<file path="src/rtl/radix16_mult.sv">
module radix16_mult #(
  parameter int W          = 32,
  parameter int GROUP      = 4,
  parameter int STEPS      = 2,
  parameter int SHORT_BITS = 15
) (
  input  logic           clk,
  input  logic           rst_n,
  input  logic           start,
  input  logic [W-1:0]   op_a,
  input  logic [W-1:0]   op_b,
  output logic           busy,
  output logic           done,
  output logic [2*W-1:0] product
);
  localparam int CHUNK     = GROUP * STEPS;
  localparam int PW        = 2 * W;
  localparam int FULL_IT   = W / CHUNK;
  localparam int SHORT_IT  = (SHORT_BITS + CHUNK - 1) / CHUNK;
  localparam int IW        = $clog2(FULL_IT + 1);
  localparam int LAT_FULL  = FULL_IT + 2;
  localparam int LAT_SHORT = SHORT_IT + 2;
  localparam int LW        = $clog2(LAT_FULL + 1) + 1;
  localparam logic [IW-1:0] FULL_N  = IW'(FULL_IT);
  localparam logic [IW-1:0] SHORT_N = IW'(SHORT_IT);

  typedef enum logic [1:0] {S_IDLE, S_LOAD, S_ITER, S_DONE} state_t;

  state_t        st;
  logic [W-1:0]  opa_q, opb_q, mcand, mplier;
  logic [PW-1:0] acc, partial, step_add;
  logic [IW-1:0] left, idx;
  logic [LW-1:0] lat_q;

  wire a_short = (opa_q >> SHORT_BITS) == '0;
  wire b_short = (opb_q >> SHORT_BITS) == '0;

  assign busy    = st != S_IDLE;
  assign done    = st == S_DONE;
  assign product = acc;

  always_comb begin
    partial = '0;
    for (int s = 0; s < STEPS; s++)
      partial = partial + ((PW'(mcand) * PW'(mplier[s*GROUP +: GROUP])) << (s * GROUP));
    step_add = partial << (CHUNK * int'(idx));
  end

  always_ff @(posedge clk or negedge rst_n) begin
    if (!rst_n) begin
      st     <= S_IDLE;
      opa_q  <= '0;
      opb_q  <= '0;
      mcand  <= '0;
      mplier <= '0;
      acc    <= '0;
      left   <= '0;
      idx    <= '0;
    end else begin
      case (st)
        S_IDLE: if (start) begin
          opa_q <= op_a;
          opb_q <= op_b;
          st    <= S_LOAD;
        end
        S_LOAD: begin
          acc <= '0;
          idx <= '0;
          if (a_short && !b_short) begin
            mcand  <= opb_q;
            mplier <= opa_q;
          end else begin
            mcand  <= opa_q;
            mplier <= opb_q;
          end
          left <= (a_short || b_short) ? SHORT_N : FULL_N;
          st   <= S_ITER;
        end
        S_ITER: begin
          acc    <= acc + step_add;
          mplier <= mplier >> CHUNK;
          idx    <= idx + 1'b1;
          left   <= left - 1'b1;
          if (left == IW'(1)) st <= S_DONE;
        end
        S_DONE:  st <= S_IDLE;
        default: st <= S_IDLE;
      endcase
    end
  end

  always_ff @(posedge clk or negedge rst_n) begin
    if (!rst_n)                     lat_q <= '0;
    else if (st == S_IDLE && start) lat_q <= LW'(1);
    else if (busy)                  lat_q <= lat_q + 1'b1;
  end

  assert_start_R2: assert property (@(posedge clk) disable iff (!rst_n)
    $rose(busy) |-> $past(start));

  assert_product_R3: assert property (@(posedge clk) disable iff (!rst_n)
    done |-> product == PW'(opa_q) * PW'(opb_q));

  assert_latency_R4_R5: assert property (@(posedge clk) disable iff (!rst_n)
    done |-> lat_q == ((a_short || b_short) ? LW'(LAT_SHORT) : LW'(LAT_FULL)));

  assert_pulse_R7: assert property (@(posedge clk) disable iff (!rst_n)
    done |=> !done && !busy);

  assert_ignore_R8: assert property (@(posedge clk) disable iff (!rst_n)
    (busy && start) |=> $stable(opa_q) && $stable(opb_q));
endmodule

</file>
<file path="config.mk">
export PLATFORM = sky130hd
export DESIGN_NAME = radix16_mult
export DESIGN_NICKNAME = d
export VERILOG_FILES = /design/src/rtl/radix16_mult.sv
export SDC_FILE = /design/constraint.sdc
export NUM_CORES = 1
export LEC_CHECK = 0
export ABC_CLOCK_PERIOD_IN_PS = 9700
export BUFFER_PORTS_ARGS = -buffer_cell sky130_fd_sc_hd__buf_2
export CAP_MARGIN = 10
export CORE_MARGIN = 4
export CORE_UTILIZATION = 64
export DETAILED_ROUTE_END_ITERATION = 8
export PLACE_DENSITY = 0.94
export SLEW_MARGIN = 15
export SYNTH_ARGS = -nofsm -noshare
export SYNTH_HDL_FRONTEND = slang
export SYNTH_SLANG_ARGS = --single-unit
</file>
<file path="constraint.sdc">
create_clock -name clk -period 9.7 [get_ports clk]
set_input_delay 0.97 -clock clk [delete_from_list [all_inputs] [get_ports clk]]
set_output_delay 0.97 -clock clk [all_outputs]
set_load 0.005 [all_outputs]
</file>
==> out/results.tsv <==
stage	metric	value	unit
run_status	status	complete, no violations	
detailed_routing	DRC viols	0	
timing	post-layout min period	9.43	ns
cts	Num CTS Buffers	17	
worst_setup_path	crit end category	flop	
cts	clk sinks	200	
place	DP Area	0.0229	sq mm
timing	final hold vios	0	
finish	area grow syn2layout	9.17	%
cts	H-tree depth	4	
timing	Slew Limit Fails	0	
cts	TritonCTS clock tree	yes	
logic_synthesis	Synth cell types	93	
global_routing	first-pass GRT wire length	104	mm
logic_synthesis	Yosys reg bits	200	
worst_setup_path	CP required	10.09	ns
worst_hold_path	HP Class	primary input to async pin	
worst_setup_path	Slowest cell on crit path	fa_1	
worst_setup_path	max incr delay on CP	0.47	ns
cts	CTS Root Cell	clkbuf_16	
detailed_routing	antenna violation net count after detailed routing	0	
global_routing	largest net degree at the start of global routing	76	
finish	fill count	2390	
timing	Slew Limit Headroom	24.6	%
logic_synthesis	leading area contributor after synthesis	dfrtp_1	
detailed_routing	final wirelength	64.9	mm
logic_synthesis	top post-synthesis cells by area	dfrtp_1 (23%), fa_1 (14%), ha_1 (9.1%)	
logic_synthesis	Cell Area, Synth	0.0219	sq mm
worst_setup_path	crit path kind	flop to flop	
detailed_routing	DR pass1 iterations	7	
detailed_routing	WL/cell	21.2	microns
finish	Final #Nets	2979	
worst_setup_path	crit path DAT	9.82	ns
logic_synthesis	Mapped Nets	2921	
floorplanning	Die Footprint	0.0372	sq mm
detailed_routing	DR vias/cell	6.43	
timing	final cycle utilization of the critical path	97.2	%
logic_synthesis	Post-synth top flop	dfrtp_1	
finish	most frequent cells in the layout	nand2_1 (258), inv_1 (237), a21oi_1 (198)	
timing	Final setup viols	0	
finish	share of layout cells above drive strength 1	15.0	%
logic_synthesis	Synth async-reset ratio	100	%
run	max-cap violations	0	
logic_synthesis	post-synth top area share	22.9	%
floorplanning	core area	0.0336	sq mm
detailed_routing	via count of the routed design	19672	
floorplanning	Die Ht	193	microns
floorplanning	number of I/O pins	133	
place	dpl hpwl	48.9	mm
detailed_routing	1st-iter DRT viols	1779	
floorplanning	site row count	67	
finish	commonest non-fill, non-tap cell in the layout	nand2_1	
timing	Worst-Margin Slew	1.13	ns
global_routing	number of global-route vias before repair	19841	
cts	hold-fix buffer count after cts	0	
global_routing	GR Overflow Total	0	
cts	clock slew at reported path FFs	0.09	ns
logic_synthesis	Mapped Cells	2542	
finish	FF+latch area	0.00501	sq mm
worst_setup_path	crit-path most repeated cell	a21oi_1	
logic_synthesis	post-synthesis sequential area ratio	22.9	%
cts	worst-skew pair later-pin latency	0.47	ns
place	port buffer count	132	
timing	clock skew	0.0213	ns
worst_setup_path	CP Launch Type	flop	
floorplanning	chip width	193	microns
floorplanning	Initial Utilization	65.1	%
timing	Max Freq	0.106	GHz
global_routing	initial antenna violation count	0	
finish	Final Cell Area	0.0239	sq mm
timing	WHS	0.466	ns
worst_setup_path	Critical Path Fanout Max	7	
finish	multi-input logic area	0.0157	sq mm
logic_synthesis	number of flops mapped to enable cells by yosys	0	
cts	Max Root-Sink Buffers	2	
place	GP Congestion	0.979	
logic_synthesis	Avg Inst Size Synth	8.61	sq um
finish	# diodes	0	
logic_synthesis	YS warnings	0	
global_routing	Global Route Usage Sum	34.7	%
## critical path: cells and delay by family, from the launching register on
family                   cells  cell delay (ns)
flip-flops                   1             0.45
XOR/XNOR                     2             0.46
AO/OA/AOI/OAI               22             4.85
AND/OR/NAND/NOR              4             0.63
multiplexers                 1             0.28
buffers and inverters        4             0.38
adder cells (fa/ha/maj)      6             2.30
## cell usage after synthesis (13+ instances only)
| library cell | number |
|---|---|
| a21o_1 | 79 |
| a21oi_1 | 204 |
| a31oi_1 | 14 |
| and2_1 | 143 |
| and3_1 | 20 |
| buf_1 | 26 |
| clkbuf_1 | 113 |
| dfrtp_1 | 200 |
| fa_1 | 152 |
| ha_1 | 160 |
| inv_1 | 237 |
| mux2_2 | 81 |
| mux2i_1 | 49 |
| nand2_1 | 260 |
| nand2b_1 | 13 |
| nand3_1 | 46 |
| nand4_1 | 22 |
| nor2_1 | 143 |
| nor2b_1 | 18 |
| nor3_1 | 30 |
| nor3b_1 | 15 |
| o21a_1 | 21 |
| o21ai_0 | 110 |
| o21ai_1 | 13 |
| o21bai_1 | 20 |
| o22ai_1 | 14 |
| o2bb2ai_1 | 57 |
| xnor2_1 | 66 |
| xor2_1 | 47 |
## per-stage QoR
step / setup WS, ns / std cells / TNS, ns / util, %
6_report: 0.275 / 3061 / 0 / 71.1
5_1_grt: -0.0315 / 3061 / -0.0391 / 71.1
2_1_floorplan: 1.03 / 2542 / 0 / -
3_5_place_dp: -0.196 / 3017 / -0.368 / 68.1
3_3_place_gp: -0.0408 / 3017 / -0.0408 / 68.1
4_1_cts: 0.0268 / 3050 / 0 / 70.1
## per-layer routing
layer  vias to the layer above  part of all wire, %  track usage, %
li1                       8838                    -               -
met1                      9468                   38            42.5
met2                      1075                   48            59.6
met3                       291                  7.6            5.49
met4                         0                  6.5            18.1
met5                         -                    0               0
## worst paths after layout
path	start	slack, ns	endpoint	cells after the start
setup reg to reg	mplier[7]	0.27	product[63]	39
hold / removal	rst_n	0.47	product[21]	1
min in group clk	mplier[13]	0.52	mplier[13]	1
max in group asynchronous	rst_n	7.06	mcand[11]	3
setup / recovery	mplier[7]	0.27	product[63]	39
hold reg to reg	mplier[13]	0.52	mplier[13]	1
## registers in the layout (all words and copies together), names as in the netlist
signal and flops:
idx 3, left 3, mcand 32, mplier 32
opa_q 32, opb_q 32, product 64, st 2
## area by class of cell
class / count / area share [%]
Inverter: 239 / 3.75
Timing Repair Buffer: 187 / 4.52
Sequential cell: 200 / 21.0
Tap cell: 448 / 2.34
Clock buffer: 17 / 1.78
Multi-Input combinational cell: 1955 / 65.7
Clock inverter: 15 / 0.911
## kinds of logic (layout without fill, tap and decap cells)
| family | after synthesis | count (layout) | synth area share (%) |
|---|---|---|---|
| simple gates | 745 | 745 | 16.4 |
| compound gates | 653 | 653 | 19.9 |
| buf+inv | 387 | 458 | 6.69 |
| fa+ha+maj | 312 | 312 | 23.0 |
| flops | 200 | 200 | 22.9 |
| mux | 131 | 131 | 6.47 |
| xor+xnor | 114 | 114 | 4.59 |
## repair_timing
item	in CTS	in global routing
resized for setup	3	57
endpoints found under the setup margin	4	22
pin swaps	1	12
buffers inserted	1	11
Power is left out: the tool's default activity adds up to more than one toggle a clock period on the data nets, which glitch-free logic cannot reach.
